$ cat config.mk
export PLATFORM = sky130hd
export DESIGN_NAME = vpa_dram_ctrl
export DESIGN_NICKNAME = d
export VERILOG_FILES = /design/src/rtl/vpa_pkg.sv /design/src/rtl/vpa_decode.sv /design/src/rtl/vpa_slot.sv /design/src/rtl/vpa_seq.sv /design/src/rtl/vpa_dram_ctrl.sv
export SDC_FILE = /design/constraint.sdc
export NUM_CORES = 1
export LEC_CHECK = 0
export ABC_AREA = 1
export BUFFER_PORTS_ARGS = -buffer_cell sky130_fd_sc_hd__buf_2
export CORE_ASPECT_RATIO = 0.5
export CORE_UTILIZATION = 40
export DETAILED_ROUTE_END_ITERATION = 8
export SYNTH_ARGS = -nofsm -noshare
export SYNTH_HDL_FRONTEND = slang
export SYNTH_SLANG_ARGS = --single-unit
$ cat constraint.sdc
create_clock -name clk -period 5.6 [get_ports clk]
set_input_delay 1.12 -clock clk [delete_from_list [all_inputs] [get_ports clk]]
set_output_delay 1.12 -clock clk [all_outputs]
set_load 0.03 [all_outputs]
$ cat src/rtl/vpa_pkg.sv
package vpa_pkg;
   typedef enum logic [1:0] {
      RGN_ROM  = 2'b00,
      RGN_IO   = 2'b01,
      RGN_RAM0 = 2'b10,
      RGN_RAM1 = 2'b11
   } region_e;

   localparam int TICKS_PER_CHUNK = 24;
   localparam int VIDEO_TICKS     = 16;
   localparam int ACCESS_TICKS    = 8;
endpackage

$ cat src/rtl/vpa_decode.sv
module vpa_decode
   import vpa_pkg::*;
(
   input  logic       ds_n,
   input  logic       rw,
   input  logic [1:0] addr_hi,
   output logic       rom_oe,
   output logic       mem_req,
   output logic       is_io,
   output logic       bank,
   output logic       is_wr
);
   region_e rgn;
   assign rgn     = region_e'(addr_hi);
   assign rom_oe  = !ds_n && rw && (rgn == RGN_ROM);
   assign mem_req = !ds_n && (rgn != RGN_ROM);
   assign is_io   = (rgn == RGN_IO);
   assign bank    = addr_hi[0];
   assign is_wr   = !rw;
endmodule

$ cat src/rtl/vpa_slot.sv
module vpa_slot #(
   parameter int POS_W        = 5,
   parameter int CHUNK_W      = 6,
   parameter int SLOT_TICKS   = 24,
   parameter int VID_TICKS    = 16,
   parameter int ACC_TICKS    = 8,
   parameter int NUM_CHUNKS   = 40,
   parameter int FETCH_CHUNKS = 32,
   parameter int CAS_FIRST    = 3,
   parameter int CAS_PERIOD   = 3,
   parameter int BURST        = 4
) (
   input  logic [POS_W-1:0]   slot_pos,
   input  logic [CHUNK_W-1:0] chunk_idx,
   input  logic               line_active,
   output logic               vid_grant,
   output logic               vid_ras,
   output logic               vid_cas,
   output logic               may_start
);
   localparam int CAS_LAST = CAS_FIRST + CAS_PERIOD * BURST - 2;

   always_comb begin
      int  p, c, rel;
      logic fetch, next_fetch, in_burst;
      p          = int'(slot_pos);
      c          = int'(chunk_idx);
      rel        = p - CAS_FIRST;
      fetch      = c < FETCH_CHUNKS;
      next_fetch = (c == NUM_CHUNKS - 1) || (c < FETCH_CHUNKS - 1);
      in_burst   = (p >= CAS_FIRST) && (p <= CAS_LAST) &&
                   ((rel % CAS_PERIOD) != CAS_PERIOD - 1);
      vid_grant  = fetch && (p < VID_TICKS);
      vid_ras    = fetch && (p >= 1) && (p <= VID_TICKS - 2);
      vid_cas    = vid_grant && line_active && in_burst;
      if (slot_pos[0])     may_start = 1'b0;
      else if (fetch)      may_start = (p == VID_TICKS);
      else if (next_fetch) may_start = (p <= SLOT_TICKS - ACC_TICKS);
      else                 may_start = 1'b1;
   end
endmodule

$ cat src/rtl/vpa_seq.sv
module vpa_seq #(
   parameter int ACC_TICKS = 8
) (
   input  logic clk,
   input  logic rst_n,
   input  logic ds_n,
   input  logic mem_req,
   input  logic may_start,
   input  logic is_io,
   input  logic bank,
   input  logic is_wr,
   input  logic dram_a3,
   output logic cpu_ras,
   output logic col_phase,
   output logic cpu_cas,
   output logic cas_bank,
   output logic cpu_we,
   output logic pcen,
   output logic ctrl_wr,
   output logic ack
);
   localparam int K_W    = $clog2(ACC_TICKS);
   localparam logic [K_W-1:0] K_RAS  = K_W'(1);
   localparam logic [K_W-1:0] K_COL  = K_W'(2);
   localparam logic [K_W-1:0] K_CAS  = K_W'(3);
   localparam logic [K_W-1:0] K_LAST = K_W'(ACC_TICKS - 1);

   logic           busy_q, io_q, bank_q, wr_q, a6_q, ack_q, served_q;
   logic [K_W-1:0] k_q;
   logic           start;

   assign start = mem_req && may_start && !busy_q && !served_q;

   always_ff @(posedge clk or negedge rst_n) begin
      if (!rst_n) begin
         busy_q   <= 1'b0;
         k_q      <= '0;
         io_q     <= 1'b0;
         bank_q   <= 1'b0;
         wr_q     <= 1'b0;
         a6_q     <= 1'b0;
         ack_q    <= 1'b0;
         served_q <= 1'b0;
      end else begin
         if (ds_n) begin
            served_q <= 1'b0;
            ack_q    <= 1'b0;
         end
         if (start) begin
            busy_q   <= 1'b1;
            k_q      <= K_RAS;
            io_q     <= is_io;
            bank_q   <= bank;
            wr_q     <= is_wr;
            served_q <= 1'b1;
         end else if (busy_q) begin
            if (k_q == K_COL) begin
               a6_q <= dram_a3;
               if (!ds_n) ack_q <= 1'b1;
            end
            if (k_q == K_LAST) begin
               busy_q <= 1'b0;
               k_q    <= '0;
            end else begin
               k_q <= k_q + K_W'(1);
            end
         end
      end
   end

   logic cas_win;
   assign cas_win   = busy_q && (k_q >= K_CAS) && (k_q < K_LAST);
   assign cpu_ras   = busy_q && (k_q >= K_RAS) && (k_q < K_LAST);
   assign col_phase = busy_q && (k_q >= K_COL);
   assign cpu_cas   = cas_win && !io_q;
   assign cas_bank  = bank_q;
   assign cpu_we    = busy_q && wr_q && (k_q >= K_COL) && (k_q < K_LAST);
   assign pcen      = cas_win && io_q && !a6_q;
   assign ctrl_wr   = busy_q && io_q && a6_q && wr_q && (k_q == K_CAS);
   assign ack       = ack_q;
endmodule

$ cat src/rtl/vpa_dram_ctrl.sv
module vpa_dram_ctrl #(
   parameter int POS_W        = 5,
   parameter int CHUNK_W      = 6,
   parameter int SLOT_TICKS   = vpa_pkg::TICKS_PER_CHUNK,
   parameter int VID_TICKS    = vpa_pkg::VIDEO_TICKS,
   parameter int ACC_TICKS    = vpa_pkg::ACCESS_TICKS,
   parameter int NUM_CHUNKS   = 40,
   parameter int FETCH_CHUNKS = 32,
   parameter int NUM_BANKS    = 2,
   parameter int VID_BANK     = 0
) (
   input  logic                 clk,
   input  logic                 rst_n,
   input  logic [POS_W-1:0]     slot_pos,
   input  logic [CHUNK_W-1:0]   chunk_idx,
   input  logic                 line_active,
   input  logic                 ds_n,
   input  logic                 rw,
   input  logic [1:0]           addr_hi,
   input  logic                 dram_a3,
   output logic                 rom_oe,
   output logic                 vid_grant,
   output logic                 ras_n,
   output logic [NUM_BANKS-1:0] cas_n,
   output logic                 we_n,
   output logic                 mux_col,
   output logic                 xcvr_en_n,
   output logic                 dtack_n,
   output logic                 pcen_n,
   output logic                 ctrl_wr
);
   if (VID_TICKS + ACC_TICKS != SLOT_TICKS) begin : g_bad_slot
      $error("video and CPU slots must fill the chunk");
   end
   if (SLOT_TICKS > (1 << POS_W) || NUM_CHUNKS > (1 << CHUNK_W)) begin : g_bad_w
      $error("position or chunk width too small");
   end
   if (NUM_BANKS != 2 || ACC_TICKS < 6 || FETCH_CHUNKS >= NUM_CHUNKS) begin : g_bad_cfg
      $error("unsupported bank count, access length or fetch span");
   end

   logic mem_req, is_io, bank, is_wr;
   logic vid_ras, vid_cas, may_start;
   logic cpu_ras, cpu_cas, cas_bank, cpu_we, pcen, ack;

   vpa_decode u_dec (
      .ds_n(ds_n), .rw(rw), .addr_hi(addr_hi), .rom_oe(rom_oe),
      .mem_req(mem_req), .is_io(is_io), .bank(bank), .is_wr(is_wr)
   );

   vpa_slot #(
      .POS_W(POS_W), .CHUNK_W(CHUNK_W), .SLOT_TICKS(SLOT_TICKS),
      .VID_TICKS(VID_TICKS), .ACC_TICKS(ACC_TICKS),
      .NUM_CHUNKS(NUM_CHUNKS), .FETCH_CHUNKS(FETCH_CHUNKS)
   ) u_slot (
      .slot_pos(slot_pos), .chunk_idx(chunk_idx), .line_active(line_active),
      .vid_grant(vid_grant), .vid_ras(vid_ras), .vid_cas(vid_cas),
      .may_start(may_start)
   );

   vpa_seq #(.ACC_TICKS(ACC_TICKS)) u_seq (
      .clk(clk), .rst_n(rst_n), .ds_n(ds_n), .mem_req(mem_req),
      .may_start(may_start), .is_io(is_io), .bank(bank), .is_wr(is_wr),
      .dram_a3(dram_a3), .cpu_ras(cpu_ras), .col_phase(mux_col),
      .cpu_cas(cpu_cas), .cas_bank(cas_bank), .cpu_we(cpu_we),
      .pcen(pcen), .ctrl_wr(ctrl_wr), .ack(ack)
   );

   for (genvar b = 0; b < NUM_BANKS; b++) begin : g_cas
      logic cpu_hit;
      assign cpu_hit = cpu_cas && (cas_bank == b[0]);
      if (b == VID_BANK) begin : g_vid
         assign cas_n[b] = !(cpu_hit || vid_cas);
      end else begin : g_cpu
         assign cas_n[b] = !cpu_hit;
      end
   end

   assign ras_n     = !(vid_ras || cpu_ras);
   assign we_n      = !cpu_we;
   assign pcen_n    = !pcen;
   assign xcvr_en_n = vid_grant || ras_n;
   assign dtack_n   = !(rom_oe || ack);
endmodule

==> out/qor.csv, run 1 <==
stage;metric;value;unit
worst_setup_path;critPathBufInv;6;
sta;whs;506;ps
pwr;p_leak;1.12;nW
synthesis;postSynthCellCount;222;
worst_setup_path;worstSetupEndpointType;primary output;
sta;period_needed;5440;ps
synthesis;synth-seq-cells;10;
global_route;grt_use_total;0.200;
cts;cts.sinks;10;
hold_path;hold_path_class;reg2reg;
worst_setup_path;rrSetupSlack;4320;ps
place;gp_congestion;0.862;
global_route;grt_pass1_wl;5980;um
synthesis;yosys.area.top_type_share;0.178;
cts;cts_tree;done;
pwr;powerDensity;334;mW/mm2
die;die_area;0.00377;mm2
synthesis;syn-num-nets;252;
routing;first_iter_violations;41;
synthesis;synth_edf_count;0;
pwr;vdd_ir_drop_max;0.321;mV
global_route;grt_max_degree;11;
worst_setup_path;critPathTopFamily;simple AND/OR/NAND/NOR gates;
die;die_h;43.9;um
worst_setup_path;critPathKind;in2out;
sta;rsz0062_at_grt;true;
routing;drt-total-wl;3860;um
cts;clockBufferDepth;2;
pwr;intPower;0.364;mW
die;row_count;14;
routing;via_per_inst;4.91;
routing;wl_met1;1750;um
synthesis;yosys.area.top_type;dfrtp_1;
routing;met2_length;1980;um
pwr;combPwrFrac;0.685;
cts;clk_latency;240;ps
place;portBuffers;29;
run_status;status;finished clean;
global_route;grt_pass1_vias;1459;
routing;wl_met3;84;um
synthesis;synthFlopType;dfrtp_1;
worst_setup_path;critical_path.most_common_cell;nand2_2;
synthesis;async_reset_ff_frac;1.00;
job;cap_violations;0;
synthesis;syn_area_per_cell;6.33;um2
sta;min_period_over_period;0.971;
final_layout;layout-drive-gt1-share;0.432;
worst_setup_path;crit_slowest_cell;ha_4;
final_layout;nets;318;
worst_setup_path;crit_arrival;4320;ps
synthesis;ys_seq_area_frac;0.178;
final_layout;stdcell_area;0.00215;mm2
die;start_util;0.443;
pwr;clkPwrFrac;0.126;
die;coreArea;0.00317;mm2
sta;tightest_slew;384;ps
sta;final-hold-violation-count;0;
global_route;gr-total-overflow;0;
synthesis;synth_top_cells_by_area;dfrtp_1, nand2_1, ha_1, inv_1, nand3_1;
final_layout;synthToLayoutAreaGrowth;53.3;%
final_layout;fillers;277;
place;dp_hpwl;2890;um
routing;post-route-drc-count;0;
global_route;antenna_found_initial;0;
synthesis;netlist_area;0.00141;mm2
routing;vias;1644;
die;dieWidth;85.8;um
cts;cts_max_level;1;
routing;wire_per_inst;11.5;um
sta;finClkSkew;3.58;ps
place;dpl-instance-area;0.00181;mm2
sta;timing.slew.headroom;0.742;
worst_setup_path;crit_required;4480;ps
final_layout;antennaDiodeCount;0;
synthesis;yosys_warnings;0;
worst_setup_path;cp-start-kind;input pin;
cts;cts_buffers;3;
worst_setup_path;critPathMaxFanout;6;
pwr;p_sw;0.356;mW
sta;tns;0;ps
routing;ant_nets;0;
cts;cts.reportedPaths.clkPinSlew;50;ps
sta;setup_violations;0;
die;io_pins;30;
pwr;switching_share;0.495;
cts;hold_buffers;0;
routing;highest_layer;met4;
worst_setup_path;slowest_delay;260;ps
sta;max_freq;184;MHz
pwr;seq_power_share;0.188;
synthesis;ys_types;28;
routing;drt_first_pass_iters;4;
sta;slew_violations;0;
cts;cts_root_buf;clkbuf_8;
[per-stage QoR]
| stage | power (mW) | instances | util | worst slack [ps] |
|---|---|---|---|---|
| detailed placement | 0.567 | 325 | 0.572 | -195 |
| finish | 0.720 | 335 | 0.680 | 165 |
| floorplan | 0.438 | 222 | - | 12.0 |
| global placement | 0.557 | 325 | 0.572 | -136 |
| global route | 0.783 | 335 | 0.680 | -112 |
| CTS | 0.669 | 329 | 0.594 | 0.871 |
[final timing paths]
kind / to / from / depth (start not counted)
hold / removal: u_seq.cas_bank$_DFFE_PN0P_ / u_seq.cas_bank$_DFFE_PN0P_ / 2
min in group asynchronous: u_seq.wr_q$_DFFE_PN0P_ / rst_n / 1
setup / recovery: cas_n[0] / slot_pos[0] / 34
max in group asynchronous: u_seq.cas_bank$_DFFE_PN0P_ / rst_n / 1
hold reg to reg: u_seq.cas_bank$_DFFE_PN0P_ / u_seq.cas_bank$_DFFE_PN0P_ / 2
setup reg to reg: u_seq.k_q[2]$_DFFE_PN0P_ / u_seq.served_q$_DFFE_PN0P_ / 6
[registers in the layout, indices dropped and copies added (netlist names)]
name	flops
u_seq.a6_q	1
u_seq.ack	1
u_seq.busy_q	1
u_seq.cas_bank	1
u_seq.io_q	1
u_seq.k_q	3
u_seq.served_q	1
u_seq.wr_q	1
[synth_stat cells (2+ instances only)]
library cell	number
nor3_1	6
nand2_4	4
ha_1	11
nor2_8	2
nand3_1	24
o21ai_0	9
inv_2	2
nand3_2	4
nand2_1	62
o22ai_1	2
nand3b_1	3
inv_1	35
nor2_1	19
nand4_1	4
a21oi_1	5
dfrtp_1	10
nand2_2	9
[power groups by stage]
stage / registers (mW) / logic, mW / clock network, mW
final: 0.136 / 0.494 / 0.0910
after global routing: 0.142 / 0.546 / 0.0957
after CTS: 0.135 / 0.441 / 0.0930
after detailed placement: 0.136 / 0.431 / 0
after global placement: 0.135 / 0.422 / 0
after floorplan: 0.128 / 0.310 / 0
[cell usage in the layout (no fill, tap or decap), types with 5 or more instances in the layout]
cell     Yosys  layout
buf_2        0      24
buf_4        1      30
buf_6        0       6
dfrtp_1     10      10
ha_1        11       6
ha_4         0       5
inv_1       35      31
nand2_1     62      50
nand2_2      9      16
nand2_4      4       9
nand3_1     24      18
nand3_2      4       9
nor2_1      19      17
nor3_1       6       6
o21ai_0      9       9
[worst register-to-register path, stage by stage, from the launching register on]
cell and delay (ps):
dfrtp_1 360, inv_1 70, nand3_1 90, nor3_1 200, nand2_1 230, nand2_1 140, o22ai_1 80
[final cells by class]
cell class                      instances  area, um2  area share
Clock buffer                            4       55.1      0.0256
Multi-Input combinational cell        174       1200       0.557
Inverter                               37        146      0.0679
Tap cell                               48       60.1      0.0279
Sequential cell                        10        250       0.116
Timing Repair Buffer                   62        443       0.206
[timing repair]
item | CTS | global route
resized for setup | 5 | 58
pin swaps | 1 | 33
endpoints found under the setup margin | 1 | 1
cloned | 0 | 0
setup buffers | 0 | 6
[metal layers]
layer,global-route usage,up-vias
li1,-,850
met2,0.357,23
met3,0.0171,7
met4,0.0667,0
met5,0,-
met1,0.261,764
[kinds of logic after synthesis]
kind of cell | synth area share
flip-flops | 0.178
adder cells (fa/ha/maj) | 0.0980
XOR/XNOR | 0.00623
AO/OA/AOI/OAI | 0.0980
AND/OR/NAND/NOR | 0.516
buffers and inverters | 0.104
Note: power is estimated with default switching activity, not from simulation.
==> run 2: changes to the inputs <==
- CORE_UTILIZATION: 40 -> 50
- PLACE_DENSITY: not set -> 0.77
==> run 2 against run 1 <==
Combinational power rose by 3%. Fmax shrank 1.5%. Register-to-register slack better by 30 ps. Highest routed layer unchanged. Sequential cell count is the same. Core utilization up 13 points. Total power rose by 2.3%. Largest power group unchanged. Largest cell class unchanged. Final cell count decreased by 2.7%.
==> out/qor.csv, run 2 (synthesis results as in run 1) <==
stage;metric;value;unit;change
worst_setup_path;crit_required;4480;ps;about the same
final_layout;layout-drive-gt1-share;0.443;;was 0.432
pwr;p_leak;1.12;nW;about the same
cts;cts_max_level;1;;unchanged
pwr;vdd_ir_drop_max;0.288;mV;was 0.321 mV
place;portBuffers;29;;unchanged
worst_setup_path;worstReg2RegStart;u_seq.busy_q$_DFF_PN0_;;was u_seq.served_q$_DFFE_PN0P_
job;cap_violations;0;;unchanged
routing;wire_per_inst;13.3;um;was 11.5 um
hold_path;holdPathStages;2;;unchanged
sta;slew_violations;0;;unchanged
final_layout;fin_util;0.811;;was 0.680
die;dieWidth;77.0;um;was 85.8 um
sta;min_period_over_period;0.985;;was 0.971
die;io_pins;30;;unchanged
worst_setup_path;worstRegToRegCells;4;;was 6
global_route;gr-total-overflow;0;;unchanged
pwr;total_power;0.737;mW;was 0.720 mW
worst_setup_path;critPathMaxFanout;5;;was 6
sta;finClkSkew;0.230;ps;was 3.58 ps
sta;layout_setup_ws;82.2;ps;was 165 ps
routing;post-route-drc-count;0;;unchanged
cts;cts_root_buf;clkbuf_8;;unchanged
sta;tightest_slew;370;ps;was 384 ps
die;start_util;0.533;;was 0.443
worst_setup_path;crit_slowest_cell;ha_4;;unchanged
worst_setup_path;rrSetupSlack;4350;ps;was 4320 ps
sta;final-hold-violation-count;0;;unchanged
global_route;grt_use_total;0.236;;was 0.200
worst_setup_path;slowest_delay;280;ps;was 260 ps
routing;drt-total-wl;4340;um;was 3860 um
run_status;status;finished clean;;unchanged
die;row_count;13;;was 14
final_layout;final_cell_mix;nand2_1, buf_4, inv_1, buf_2, nand3_1;;was nand2_1, inv_1, buf_4, buf_2, nand3_1
sta;setup_violations;0;;unchanged
place;preCtsSetupSlack;-172;ps;was -195 ps
sta;period_needed;5520;ps;was 5440 ps
routing;drt_first_pass_iters;4;;unchanged
sta;whs;498;ps;was 506 ps
final_layout;nets;320;;was 318
cts;clockBufferDepth;2;;unchanged
final_layout;final_common_cell;nand2_1;;unchanged
sta;max_freq;181;MHz;was 184 MHz
cts;cts.sinks;10;;unchanged
global_route;antenna_found_initial;0;;unchanged
pwr;powerDensity;345;mW/mm2;was 334 mW/mm2
worst_setup_path;critPathKind;in2out;;unchanged
global_route;grt_max_degree;11;;unchanged
final_layout;largest_reg_flops;3;;unchanged
place;gp_congestion;0.828;;was 0.862
global_route;grt_pass1_vias;1405;;was 1459
routing;vias;1706;;was 1644
sta;rsz0062_at_grt;true;;unchanged
die;die_area;0.00304;mm2;was 0.00377 mm2
hold_path;min-delay-start;u_seq.cas_bank$_DFFE_PN0P_;;unchanged
worst_setup_path;critical_path.most_common_cell;nand2_1;;was nand2_2
sta;tns;0;ps;unchanged
worst_setup_path;r2r-end;u_seq.k_q[2]$_DFFE_PN0P_;;unchanged
cts;hold_buffers;0;;unchanged
cts;clk_latency;240;ps;about the same
routing;ant_nets;0;;unchanged
sta;timing.slew.headroom;0.751;;was 0.742
die;coreArea;0.00264;mm2;was 0.00317 mm2
hold_path;hold_path_class;reg2reg;;unchanged
cts;cts_buffers;3;;unchanged
global_route;grt_pass1_wl;5590;um;was 5980 um
place;dp_hpwl;2860;um;was 2890 um
routing;via_per_inst;5.23;;was 4.91
final_layout;top_register;u_seq.k_q;;unchanged
worst_setup_path;cp-start-kind;input pin;;unchanged
cts;cts.reportedPaths.clkPinSlew;50;ps;about the same
routing;first_iter_violations;132;;was 41
final_layout;synthToLayoutAreaGrowth;52.0;%;was 53.3%
die;die_h;39.5;um;was 43.9 um
cts;cts_tree;done;;unchanged
worst_setup_path;crit_arrival;4400;ps;was 4320 ps
hold_path;hold-path-endpoint;u_seq.cas_bank$_DFFE_PN0P_;;unchanged
final_layout;antennaDiodeCount;0;;unchanged
worst_setup_path;worstSetupEndpointType;primary output;;unchanged
run 2: cell count changes in the layout (fill, tap and decap cells not counted), moves of 2 or more:
cell / delta
nor2_2: +2
buf_4: +3
inv_4: +2
nand2_1: +2
inv_1: -3
inv_2: +2
run 2: critical path: cells and delay by family:
kind,cells,cell delay [ps]
adders and majority gates,3,630
AOI/OAI and AO/OA,1,150
buffers and inverters,6,640
and+or+nand+nor,21,1860
run 2: power breakdown:
group / switching [mW] / total, mW / internal (mW)
Sequential: 0.0314 / 0.135 / 0.104
Clock: 0.0295 / 0.0914 / 0.0619
Combinational: 0.308 / 0.510 / 0.202
Total: 0.369 / 0.737 / 0.368
run 2: how the worst max path moves through the flow:
stage / from / end / slack [ps] / depth (start not counted)
after floorplan: slot_pos[0] / cas_n[0] / 10 / 33
after global placement: slot_pos[0] / cas_n[0] / -8 / 34
after detailed placement: slot_pos[0] / cas_n[0] / -170 / 33
after CTS: slot_pos[0] / cas_n[0] / 7 / 34
after global routing: slot_pos[2] / cas_n[0] / -160 / 31
final: slot_pos[4] / cas_n[0] / 80 / 31
run 2: stage by stage:
stage / instance area (um2) / cells
4_1_cts: 1870 / 319
5_1_grt: 2140 / 326
3_5_place_dp: 1810 / 315
2_1_floorplan: 1410 / 222
6_report: 2140 / 326
3_3_place_gp: 1810 / 315
run 2: timing repair:
item,in CTS,in global routing
setup endpoints to repair,1,1
gates resized for setup,4,56
setup buffers,0,7
hold endpoints to repair,0,0
pin swaps,1,36
run 2: cell type report:
| cell class | instances | area [um2] |
|---|---|---|
| Multi-Input combinational cell | 174 | 1190 |
| Fill cell | 167 | 499 |
| Timing Repair Buffer | 64 | 450 |
| Sequential cell | 10 | 250 |
| Inverter | 37 | 146 |
| Clock buffer | 4 | 55.1 |
| Tap cell | 37 | 46.3 |
run 2: per-layer routing:
layer	routed length [um]	global-route usage	part of all wire
met5	0	0	0
met4	113	0.0943	0.026
met3	165	0.0233	0.038
met2	2200	0.464	0.51
met1	1860	0.279	0.43
==> run 3: changes to the inputs <==
- ABC_AREA: 1 -> 0
- PLACE_DENSITY: 0.77 -> 0.76
==> run 3 against run 2 <==
Critical endpoint unchanged. Largest power group unchanged. Critical path depth shrank 4. The run now ends with setup timing left. Fmax shrank 17%. Worst hold slack better by 35 ps. Cell area increased by 10%. Clock power fell by 0.7%.
==> out/qor.csv, run 3 <==
stage;metric;value;unit;change
sta;timing.slew.headroom;0.559;;was 0.751
sta;tightest_slew;661;ps;was 370 ps
final_layout;layout-drive-gt1-share;0.484;;was 0.443
sta;rsz0062_at_grt;true;;unchanged
final_layout;largest_reg_flops;3;;unchanged
place;portBuffers;29;;unchanged
cts;cts_tree;done;;unchanged
cts;cts_root_buf;clkbuf_8;;unchanged
synthesis;synth_top_cells_by_area;dfrtp_1, ha_1, o21ai_0, nand2_1, nand3_1;;was dfrtp_1, nand2_1, ha_1, inv_1, nand3_1
sta;finClkSkew;5.69;ps;was 0.230 ps
sta;max_freq;150;MHz;was 181 MHz
worst_setup_path;critPathMaxFanout;5;;unchanged
worst_setup_path;critPathKind;in2out;;unchanged
final_layout;synthToLayoutAreaGrowth;55.4;%;was 52.0%
global_route;antenna_found_initial;0;;unchanged
routing;ant_nets;0;;unchanged
final_layout;final_common_cell;buf_4;;was nand2_1
pwr;total_power;0.720;mW;was 0.737 mW
global_route;gr-total-overflow;0;;unchanged
routing;wire_per_inst;20.9;um;was 13.3 um
synthesis;yosys_warnings;0;;unchanged
die;row_count;13;;unchanged
cts;clockBufferDepth;2;;unchanged
run_status;violations;setup timing;;
place;dp_hpwl;3740;um;was 2860 um
sta;period_needed;6670;ps;was 5520 ps
worst_setup_path;worstSetupEndpointType;primary output;;unchanged
sta;slew_violations;0;;unchanged
synthesis;synthFlopType;dfrtp_1;;unchanged
synthesis;ys_types;67;;was 28
final_layout;multi_input_area;0.00137;mm2;was 0.00119 mm2
worst_setup_path;crit_arrival;5550;ps;was 4400 ps
routing;vias;2086;;was 1706
routing;post-route-drc-count;0;;unchanged
synthesis;synth_edf_count;0;;unchanged
worst_setup_path;worstReg2RegStart;u_seq.busy_q$_DFF_PN0_;;unchanged
die;dieWidth;79.9;um;was 77.0 um
final_layout;top_register;u_seq.k_q;;unchanged
final_layout;antennaDiodeCount;0;;unchanged
cts;hold_buffers;0;;unchanged
global_route;grt_use_total;0.332;;was 0.236
place;preCtsSetupSlack;-1120;ps;was -172 ps
cts;clk_latency;240;ps;about the same
pwr;p_leak;1.06;nW;was 1.12 nW
synthesis;syn-num-nets;225;;was 252
synthesis;async_reset_ff_frac;1.00;;unchanged
die;die_h;41.0;um;was 39.5 um
die;io_pins;30;;unchanged
worst_setup_path;crit_required;4480;ps;about the same
global_route;grt_pass1_wl;7980;um;was 5590 um
worst_setup_path;r2r-end;u_seq.cas_bank$_DFFE_PN0P_;;was u_seq.k_q[2]$_DFFE_PN0P_
routing;first_iter_violations;224;;was 132
cts;cts.reportedPaths.clkPinSlew;50;ps;about the same
die;start_util;0.556;;was 0.533
worst_setup_path;worstRegToRegCells;3;;was 4
synthesis;yosys.area.top_type;dfrtp_1;;unchanged
worst_setup_path;rrSetupSlack;4020;ps;was 4350 ps
synthesis;postSynthCellCount;195;;was 222
pwr;powerDensity;305;mW/mm2;was 345 mW/mm2
sta;tns;-1070;ps;was 0 ps
global_route;grt_pass1_vias;1658;;was 1405
sta;setup_violations;1;;was 0
global_route;grt_max_degree;11;;unchanged
final_layout;final_cell_mix;buf_4, buf_2, nand2_1, nor2_1, inv_1;;was nand2_1, buf_4, inv_1, buf_2, nand3_1
synthesis;netlist_area;0.00152;mm2;was 0.00141 mm2
hold_path;hold-path-endpoint;u_seq.ack$_DFF_PN0_;;was u_seq.cas_bank$_DFFE_PN0P_
sta;final-hold-violation-count;0;;unchanged
final_layout;nets;304;;was 320
synthesis;synth-seq-cells;10;;unchanged
synthesis;synthMostInstantiatedCell;nand2_1;;unchanged
hold_path;hold_path_class;reg2reg;;unchanged
die;coreArea;0.00273;mm2;was 0.00264 mm2
hold_path;holdPathStages;2;;unchanged
place;gp_congestion;0.858;;was 0.828
sta;min_period_over_period;1.19;;was 0.985
cts;cts_max_level;1;;unchanged
sta;whs;532;ps;was 498 ps
run_status;status;finished with violations;;was finished clean
worst_setup_path;cp-start-kind;input pin;;unchanged
routing;drt_first_pass_iters;5;;was 4
hold_path;min-delay-start;u_seq.ack$_DFF_PN0_;;was u_seq.cas_bank$_DFFE_PN0P_
final_layout;regArea;250;um2;unchanged
final_layout;fillers;140;;was 167
pwr;vdd_ir_drop_max;0.328;mV;was 0.288 mV
synthesis;yosys.area.top_type_share;0.165;;was 0.178
routing;via_per_inst;6.73;;was 5.23
synthesis;synthTopCellsByCount;nand2_1, inv_1, nor2_1;;was nand2_1, inv_1, nand3_1
synthesis;syn_area_per_cell;7.79;um2;was 6.33 um2
routing;drt-total-wl;6480;um;was 4340 um
final_layout;fin_util;0.864;;was 0.811
cts;cts_buffers;3;;unchanged
synthesis;ys_seq_area_frac;0.165;;was 0.178
job;cap_violations;0;;unchanged
sta;layout_setup_ws;-1070;ps;was 82.2 ps
cts;cts.sinks;10;;unchanged
die;die_area;0.00328;mm2;was 0.00304 mm2
[run 3: cell types whose count changed after synthesis, sizes merged, moves of 4 or more]
cell,delta
buf,+5
inv,-20
nand2,-58
nand3,-17
nand4,-4
nor2,-6
nor4,+5
o211ai,+4
xnor2,+4
[run 3: timing repair]
action / CTS / global route
pin swaps: 22 / 20
gates resized for setup: 15 / 10
setup endpoints to repair: 1 / 1
buffers inserted: 8 / 3
[run 3: layer usage]
metal | wire length [um] | GRT usage | up-vias
li1 | - | - | 900
met1 | 2610 | 0.427 | 955
met2 | 2930 | 0.637 | 177
met3 | 579 | 0.0200 | 54
met4 | 354 | 0.0893 | 0
met5 | 0 | 0 | -
[run 3: report_power, final]
| part | internal, mW | switching [mW] |
|---|---|---|
| Combinational | 0.201 | 0.280 |
| Clock | 0.0618 | 0.0290 |
| Sequential | 0.104 | 0.0448 |
| Total | 0.366 | 0.354 |
[run 3: critical path, stage by stage]
cell and delay, ps:
buf_8 90, clkinvlp_4 100, ha_4 310, nand3_2 90
a221oi_4 320, a2111oi_4 70, or2_4 270, ha_4 190
a2111oi_4 240, buf_4 200, nor2_4 50, nor3_4 200
o22ai_2 130, inv_2 90, ha_4 150, nor2_2 40
o211ai_1 170, a21boi_4 140, xnor2_2 160, ha_2 220
nor2_1 80, and4_1 230, o31ai_4 70, a211oi_2 230
a31oi_2 80, o41ai_4 280, buf_4 200
[run 3: logic make-up after synthesis]
family          synth area share
buf+inv                   0.0733
xor+xnor                  0.0346
mux                       0.0214
fa+ha+maj                 0.0906
compound gates             0.344
simple gates               0.271
flops                      0.165
[run 3: how the worst max path moves through the flow]
stage                 from        to  slack [ps]  cells after the start
2_1_floorplan  slot_pos[0]  cas_n[0]       -1090                     26
3_3_place_gp   slot_pos[0]  cas_n[0]        -880                     25
3_5_place_dp   slot_pos[0]  cas_n[0]       -1120                     23
4_1_cts        slot_pos[0]  cas_n[0]       -1050                     25
5_1_grt        slot_pos[0]  cas_n[0]       -1260                     30
6_report       slot_pos[0]  cas_n[0]       -1070                     27
[run 3: metrics by stage]
stage,instances,cell area [um2]
final,310,2360
after global placement,295,2090
after floorplan,195,1640
after detailed placement,295,2090
after global routing,310,2360
after CTS,307,2280
[run 3: area by class of cell]
cell class / count / share of cell area
inverter: 17 / 0.0297
multi-input combinational: 160 / 0.581
clock buffer: 4 / 0.0233
tap: 37 / 0.0196
sequential: 10 / 0.106
timing repair buffer: 82 / 0.241
